--- src/rtl/wdog_pkg.sv ---
package wdog_pkg;
  localparam int DATA_W = 16;
  localparam int BYTE_W = 8;
  localparam int ADDR_W = 4;

  localparam logic [ADDR_W-1:0] A_RELOAD = 4'd0;
  localparam logic [ADDR_W-1:0] A_TVAL   = 4'd1;
  localparam logic [ADDR_W-1:0] A_CTL1   = 4'd2;
  localparam logic [ADDR_W-1:0] A_CTL2   = 4'd3;
  localparam logic [ADDR_W-1:0] A_STAT1  = 4'd4;
  localparam logic [ADDR_W-1:0] A_STAT2  = 4'd5;
  localparam logic [ADDR_W-1:0] A_DIN    = 4'd6;
  localparam logic [ADDR_W-1:0] A_DOUT   = 4'd7;
  localparam logic [ADDR_W-1:0] A_MSGA   = 4'd8;
  localparam logic [ADDR_W-1:0] A_MSGB   = 4'd9;
  localparam logic [ADDR_W-1:0] A_SCRCH  = 4'd10;
  localparam logic [ADDR_W-1:0] A_IRQGEN = 4'd11;

  localparam logic [DATA_W-1:0] CTL1_WMASK  = 16'h00FF;
  localparam logic [DATA_W-1:0] STAT1_WMASK = 16'h0007;
  localparam logic [DATA_W-1:0] STAT2_WMASK = 16'h0003;

  localparam int CTL1_HALT = 0;
  localparam int CTL1_LOCK = 1;
  localparam int S1_TMO    = 0;
  localparam int S1_SWSMI  = 1;
  localparam int S1_INT    = 2;
  localparam int S2_SECOND = 0;
  localparam int S2_BOOT   = 1;

  localparam logic [DATA_W-1:0] CTL2_RST   = 16'h0008;
  localparam logic [BYTE_W-1:0] IRQGEN_RST = 8'h03;
endpackage

--- src/rtl/wdog_countdown.sv ---
module wdog_countdown #(
  parameter int CNT_W = 10
) (
  input  logic             clk,
  input  logic             rst,
  input  logic             tick_i,
  input  logic             sw_hit_i,
  input  logic             sw_load_i,
  input  logic             sw_stop_i,
  input  logic [CNT_W-1:0] load_val_i,
  input  logic             exp_halt_i,
  output logic             running_o,
  output logic [CNT_W-1:0] count_o,
  output logic             expire_o
);
  logic             run_q;
  logic [CNT_W-1:0] cnt_q;

  assign expire_o  = tick_i & run_q & (cnt_q == CNT_W'(1)) & ~sw_hit_i;
  assign running_o = run_q;
  assign count_o   = cnt_q;

  always_ff @(posedge clk) begin
    if (rst) begin
      run_q <= 1'b0;
      cnt_q <= '0;
    end else if (sw_hit_i) begin
      if (sw_load_i) begin
        run_q <= 1'b1;
        cnt_q <= load_val_i;
      end else if (sw_stop_i) begin
        run_q <= 1'b0;
      end
    end else if (expire_o) begin
      if (exp_halt_i) run_q <= 1'b0;
      else            cnt_q <= load_val_i;
    end else if (tick_i && run_q) begin
      cnt_q <= cnt_q - CNT_W'(1);
    end
  end

  AST_COUNT_NONZERO: assert property (@(posedge clk) disable iff (rst)
    run_q |-> (cnt_q != '0));
endmodule

--- src/rtl/wdog_expiry.sv ---
module wdog_expiry #(
  parameter int TO_LIMIT = 2
) (
  input  logic clk,
  input  logic rst,
  input  logic expire_i,
  input  logic clear_i,
  input  logic strap_i,
  input  logic noreboot_i,
  output logic second_o,
  output logic take_reset_o
);
  localparam int TO_W = $clog2(TO_LIMIT + 1);

  logic [TO_W-1:0] to_q;

  assign second_o     = expire_i & (to_q == TO_W'(TO_LIMIT - 1));
  assign take_reset_o = second_o & ~strap_i & ~noreboot_i;

  always_ff @(posedge clk) begin
    if (rst || clear_i) to_q <= '0;
    else if (expire_i)  to_q <= second_o ? '0 : to_q + TO_W'(1);
  end

  AST_TO_RANGE: assert property (@(posedge clk) disable iff (rst)
    to_q < TO_W'(TO_LIMIT));
endmodule

--- src/rtl/wdog_two_stage.sv ---
module wdog_two_stage
  import wdog_pkg::*;
#(
  parameter int CNT_W    = 10,
  parameter int TO_LIMIT = 2,
  parameter int TVAL_RST = 4
) (
  input  logic              clk,
  input  logic              rst,
  input  logic              wr_en_i,
  input  logic              rd_en_i,
  input  logic [ADDR_W-1:0] addr_i,
  input  logic [DATA_W-1:0] wdata_i,
  output logic [DATA_W-1:0] rdata_o,
  input  logic              tick_i,
  input  logic              strap_i,
  input  logic              noreboot_i,
  input  logic              smi_en_i,
  output logic              smi_o,
  output logic              rst_req_o
);
  localparam int HI_W = DATA_W - CNT_W;

  logic [DATA_W-1:0] rld_q, ctl1_q, ctl2_q, s1_q, s2_q;
  logic [CNT_W-1:0]  tval_q;
  logic [BYTE_W-1:0] din_q, dout_q, msga_q, msgb_q, scr_q, irq_q;
  logic              smi_q, req_q;
  logic [DATA_W-1:0] rdata_q;

  logic wr_rld, wr_ctl1, wr_s1, wr_s2, wr_din, wr_dout;
  logic [DATA_W-1:0] ctl1_wval, s1_next, s2_next, rld_view, rd_mux, tval_ext;
  logic tval_ok, sw_load, sw_stop, sw_hit, exp_halt;
  logic running, expire, second, take_reset;
  logic [CNT_W-1:0] count;

  assign wr_rld  = wr_en_i && addr_i == A_RELOAD;
  assign wr_ctl1 = wr_en_i && addr_i == A_CTL1;
  assign wr_s1   = wr_en_i && addr_i == A_STAT1;
  assign wr_s2   = wr_en_i && addr_i == A_STAT2;
  assign wr_din  = wr_en_i && addr_i == A_DIN;
  assign wr_dout = wr_en_i && addr_i == A_DOUT;

  assign ctl1_wval = (wdata_i & CTL1_WMASK) | (ctl1_q & (DATA_W'(1) << CTL1_LOCK));
  assign tval_ok   = tval_q > CNT_W'(1);
  assign tval_ext  = {{HI_W{1'b0}}, tval_q};
  assign sw_hit    = wr_rld | wr_ctl1;
  assign sw_load   = tval_ok & ~req_q &
                     ((wr_rld & ~ctl1_q[CTL1_HALT]) | (wr_ctl1 & ~ctl1_wval[CTL1_HALT]));
  assign sw_stop   = wr_ctl1 & ~sw_load;
  assign exp_halt  = take_reset | ~tval_ok;

  wdog_countdown #(.CNT_W(CNT_W)) u_cd (
    .clk(clk), .rst(rst), .tick_i(tick_i), .sw_hit_i(sw_hit),
    .sw_load_i(sw_load), .sw_stop_i(sw_stop), .load_val_i(tval_q),
    .exp_halt_i(exp_halt), .running_o(running), .count_o(count),
    .expire_o(expire)
  );

  wdog_expiry #(.TO_LIMIT(TO_LIMIT)) u_exp (
    .clk(clk), .rst(rst), .expire_i(expire), .clear_i(wr_rld),
    .strap_i(strap_i), .noreboot_i(noreboot_i),
    .second_o(second), .take_reset_o(take_reset)
  );

  always_comb begin
    s1_next = wr_s1 ? (wdata_i & STAT1_WMASK) : s1_q;
    s1_next[S1_TMO]   = s1_next[S1_TMO]   | expire;
    s1_next[S1_SWSMI] = s1_next[S1_SWSMI] | wr_din;
    s1_next[S1_INT]   = s1_next[S1_INT]   | wr_dout;
    s2_next = wr_s2 ? (wdata_i & STAT2_WMASK) : s2_q;
    s2_next[S2_SECOND] = s2_next[S2_SECOND] | second;
    s2_next[S2_BOOT]   = s2_next[S2_BOOT]   | second;
  end

  always_ff @(posedge clk) begin
    if (rst) begin
      rld_q  <= '0;
      tval_q <= CNT_W'(TVAL_RST);
      ctl1_q <= '0;
      ctl2_q <= CTL2_RST;
      s1_q   <= '0;
      s2_q   <= '0;
      din_q  <= '0;
      dout_q <= '0;
      msga_q <= '0;
      msgb_q <= '0;
      scr_q  <= '0;
      irq_q  <= IRQGEN_RST;
      smi_q  <= 1'b0;
      req_q  <= 1'b0;
    end else begin
      s1_q  <= s1_next;
      s2_q  <= s2_next;
      smi_q <= wr_din | (expire & ~take_reset & smi_en_i);
      if (take_reset) req_q <= 1'b1;
      if (wr_rld)                  rld_q <= sw_load ? tval_ext : wdata_i;
      else if (wr_ctl1 && sw_load) rld_q <= tval_ext;
      else if (expire)             rld_q <= exp_halt ? '0 : tval_ext;
      if (wr_ctl1) ctl1_q <= ctl1_wval;
      if (wr_en_i) begin
        case (addr_i)
          A_TVAL:   tval_q <= wdata_i[CNT_W-1:0];
          A_CTL2:   ctl2_q <= wdata_i;
          A_DIN:    din_q  <= wdata_i[BYTE_W-1:0];
          A_DOUT:   dout_q <= wdata_i[BYTE_W-1:0];
          A_MSGA:   msga_q <= wdata_i[BYTE_W-1:0];
          A_MSGB:   msgb_q <= wdata_i[BYTE_W-1:0];
          A_SCRCH:  scr_q  <= wdata_i[BYTE_W-1:0];
          A_IRQGEN: irq_q  <= wdata_i[BYTE_W-1:0];
          default: ;
        endcase
      end
    end
  end

  assign rld_view = running ? {rld_q[DATA_W-1:CNT_W], count} : rld_q;

  always_comb begin
    case (addr_i)
      A_RELOAD: rd_mux = rld_view;
      A_TVAL:   rd_mux = tval_ext;
      A_CTL1:   rd_mux = ctl1_q;
      A_CTL2:   rd_mux = ctl2_q;
      A_STAT1:  rd_mux = s1_q;
      A_STAT2:  rd_mux = s2_q;
      A_DIN:    rd_mux = DATA_W'(din_q);
      A_DOUT:   rd_mux = DATA_W'(dout_q);
      A_MSGA:   rd_mux = DATA_W'(msga_q);
      A_MSGB:   rd_mux = DATA_W'(msgb_q);
      A_SCRCH:  rd_mux = DATA_W'(scr_q);
      A_IRQGEN: rd_mux = DATA_W'(irq_q);
      default:  rd_mux = '0;
    endcase
  end

  always_ff @(posedge clk) begin
    if (rst)          rdata_q <= '0;
    else if (rd_en_i) rdata_q <= rd_mux;
  end

  assign rdata_o   = rdata_q;
  assign smi_o     = smi_q;
  assign rst_req_o = req_q;

  AST_START_GUARD: assert property (@(posedge clk) disable iff (rst)
    $rose(running) |-> (!ctl1_q[CTL1_HALT] && tval_q > CNT_W'(1) && !req_q));
  AST_LOCK_STICKY: assert property (@(posedge clk) disable iff (rst)
    ctl1_q[CTL1_LOCK] |=> ctl1_q[CTL1_LOCK]);
  AST_REQ_HOLDS: assert property (@(posedge clk) disable iff (rst)
    req_q |=> req_q);
  AST_REQ_STOPS: assert property (@(posedge clk) disable iff (rst)
    req_q |-> !running);
endmodule

--- config.mk ---
export PLATFORM = sky130hd
export DESIGN_NAME = wdog_two_stage
export DESIGN_NICKNAME = d
export VERILOG_FILES = /design/src/rtl/wdog_pkg.sv /design/src/rtl/wdog_countdown.sv /design/src/rtl/wdog_expiry.sv /design/src/rtl/wdog_two_stage.sv
export SDC_FILE = /design/constraint.sdc
export NUM_CORES = 1
export LEC_CHECK = 0
export BUFFER_PORTS_ARGS = -buffer_cell sky130_fd_sc_hd__buf_2
export CAP_MARGIN = 10
export CORE_MARGIN = 1
export CORE_UTILIZATION = 45
export CTS_BUF_LIST = sky130_fd_sc_hd__clkbuf_4 sky130_fd_sc_hd__clkbuf_8
export CTS_CLUSTER_SIZE = 12
export DETAILED_ROUTE_END_ITERATION = 10
export PLACE_DENSITY = 0.69
export SYNTH_ARGS = -nofsm -noshare
export SYNTH_HDL_FRONTEND = slang
export SYNTH_HIERARCHICAL = 1
export SYNTH_SLANG_ARGS = --single-unit
export TNS_END_PERCENT = 20
--- constraint.sdc ---
create_clock -name clk -period 5.7 [get_ports clk]
set_input_delay 1.14 -clock clk [delete_from_list [all_inputs] [get_ports clk]]
set_output_delay 1.14 -clock clk [all_outputs]
set_load 0.01 [all_outputs]
==> impl_metrics.yaml <==
cts:
  clk_pin_slew_ns: 0.08
  clock_path_buffers: 2
  cts_hold_buf: 0
  cts_resized: 0
  clock-sinks: 134
  cts_buffers: 17
  clkLatencyLatePin_ns: 0.46
  cts_tree: "yes"
  cts-root-buf: "clkbuf_8"
  htreeDepth: 4
  postCtsSetupRepairBufs: 0
final_layout:
  diodes: 0
  nets: 847
  drive_above_1_share_pct: 13.0
  area_growth_pct: 9.31
  layout_commonest_cell: "dfxtp_1"
  layout_common_cells: "dfxtp_1, nand2_1, a21oi_1"
  multi_input_area_um2: 3540
  regArea_um2: 2680
  fill_cells: 1421
synthesis:
  synth_top_area_share_pct: 40.7
  synth_fp_nets: 843
  synth_ff_type: "dfxtp_1"
  syn_inst: 813
  synth_area_leaders: "dfxtp_1, mux2i_1, a21oi_1, nand2_1, nor2_1"
  ys_warn_count: 6
  syn_avg_cell_area_um2: 8.12
  yosysSeqAreaShare_pct: 40.7
  synth_top_cell_by_area: "dfxtp_1"
  ys_ff_latch: 134
  syn_area_um2: 6600
  synthArstFlopShare_pct: 0
  ys_types: 73
  synth_edf_count: 0
timing:
  slew_headroom_pct: 25.1
  max_slew.worst_pin.slew_ns: 1.12
  fin_crit_sh_pct: 73.7
  post-route-min-period_ns: 4.20
  setup_viol: 0
  final.setup.tns_ns: 0
  finalWorstSetupSlack_ns: 1.50
  skew_ns: 0.0108
  max_freq_mhz: 238
  hold_viol: 0
  rsz0062_at_grt: "false"
  finalMaxSlewViolations: 0
global_route:
  grt_max_degree: 86
  grt_overflow: 0
  grt_pass1_wl_mm: 32.2
  grt_pass1_vias: 5748
  grt_usage_pct: 28.3
  antenna_found_initial: 0
critical_path:
  path_class: "input port to flop"
  start_kind: "input port"
  required_ns: 6.02
  startpoint: "addr_i[3]"
  crit_arrival_ns: 4.52
  crit_path_end_kind: "flop"
  rr_startpoint: "u_cd/count_o[0]$_SDFFE_PP0P_"
  path_max_fanout: 27
power:
  p_int_mw: 1.37
  switching_share_pct: 27.3
  p_total_mw: 1.88
  pwr-share-clk_pct: 41.2
  power_switching_uw: 514
  power_frac_seq_pct: 50.8
  pwr-share-comb_pct: 7.9
  power.density_nw_per_um2: 261
  irDropWorstVdd_mv: 0.210
  leakagePower_nw: 2.69
die:
  fp.coreArea_um2: 14100
  start_util_pct: 46.8
  die_w_um: 123
  fp.dieH_um: 123
  dieArea_um2: 15200
  rows: 43
  io-pin-count: 46
placement:
  pre_cts_slack_ns: 1.09
  port_buffers: 45
  hpwlAfterDp_mm: 13.7
  gp_congestion: 0.995
routing:
  detail-route-antenna-nets: 0
  vias: 6264
  drc: 0
  first_iter_violations: 749
  wl_per_cell_um: 20.4
  dr.pass1.iters: 6
  viasPerCell: 6.20
  finalWirelength_mm: 20.6
status:
  status: "completed"
flow_run:
  drv_cap: 0
min_path:
  hold_start: "dout_q[1]$_SDFFE_PP0P_"
  worstHoldPathType: "flop to flop"
[critical path, cell delays in order]
cell and delay (ns):
buf_2 0.42, nor4_2 0.09, buf_4 0.21, nand2_1 0.20
nand2_1 0.32, nor3_1 0.26, buf_4 0.17, nand2_1 0.09
nor4_2 0.32, or2_2 0.18, a21boi_0 0.30, nand4_1 0.24
nand3_1 0.40, o32ai_1 0.15
[layer usage]
layer  share of wire, %  track usage (%)  vias to the layer above
li1                   -                -                     2954
met1                 44             38.3                     2983
met2                 45             43.4                      289
met3                8.0             7.20                       38
met4                2.6             10.4                        0
met5                  0                0                        -
[cell families (layout without fill, tap and decap cells)]
| kind of cell | count (synthesis) | count (layout) | synth area share, % |
|---|---|---|---|
| AO/OA/AOI/OAI | 240 | 240 | 23.8 |
| XOR/XNOR | 1 | 1 | 0.133 |
| adder cells (fa/ha/maj) | 2 | 2 | 0.379 |
| buffers and inverters | 92 | 109 | 5.84 |
| flip-flops | 134 | 134 | 40.7 |
| multiplexers | 53 | 53 | 8.17 |
| AND/OR/NAND/NOR | 291 | 291 | 21.0 |
[power groups by stage]
stage	registers [mW]	logic (mW)	clock network (mW)
after floorplan	0.975	0.0994	0
after global placement	0.979	0.144	0
after detailed placement	0.979	0.145	0
after CTS	0.957	0.146	0.788
after global routing	0.958	0.159	0.826
final	0.957	0.149	0.776
[registers in the layout (all words and copies together), names as in the netlist, 10 cells and up]
signal	flops
ctl2_q	16
rdata_o	16
rld_q	16
tval_q	10
u_cd/count_o	10
[cell type report]
cell class / instances / area share, %
clock buffer: 20 / 3.73
tap: 180 / 3.12
timing repair buffer: 54 / 4.09
multi-input combinational: 587 / 49.0
clock inverter: 12 / 1.63
inverter: 23 / 1.20
sequential: 134 / 37.2
[synth_stat cells (all sizes together), types with 9 or more instances]
| cell type | number |
|---|---|
| dfxtp | 134 |
| nand2 | 109 |
| a21oi | 89 |
| nor2 | 76 |
| clkbuf | 53 |
| mux2i | 46 |
| o21ai | 39 |
| nand3 | 35 |
| inv | 23 |
| a211oi | 17 |
| a32oi | 16 |
| buf | 16 |
| a22oi | 15 |
| nor3 | 11 |
| o32ai | 9 |
[path summary, 6_finish.rpt]
path	endpoint	slack, ns	depth (start not counted)
setup / recovery	u_cd/count_o[6]$_SDFFE_PP0P_	1.50	14
hold / removal	dout_q[1]$_SDFFE_PP0P_	0.46	2
setup reg to reg	u_cd/count_o[6]$_SDFFE_PP0P_	2.08	12
hold reg to reg	dout_q[1]$_SDFFE_PP0P_	0.46	2
[per-stage QoR]
step	utilization, %	hold WS [ns]	area, um2	cells
2_1_floorplan	-	0.433	6600	813
3_3_place_gp	48.4	0.444	6830	978
3_5_place_dp	48.4	0.447	6830	978
4_1_cts	51.2	0.458	7210	1010
5_1_grt	51.2	0.472	7210	1010
6_report	51.2	0.460	7210	1010
(Power assumes the default switching activity.)
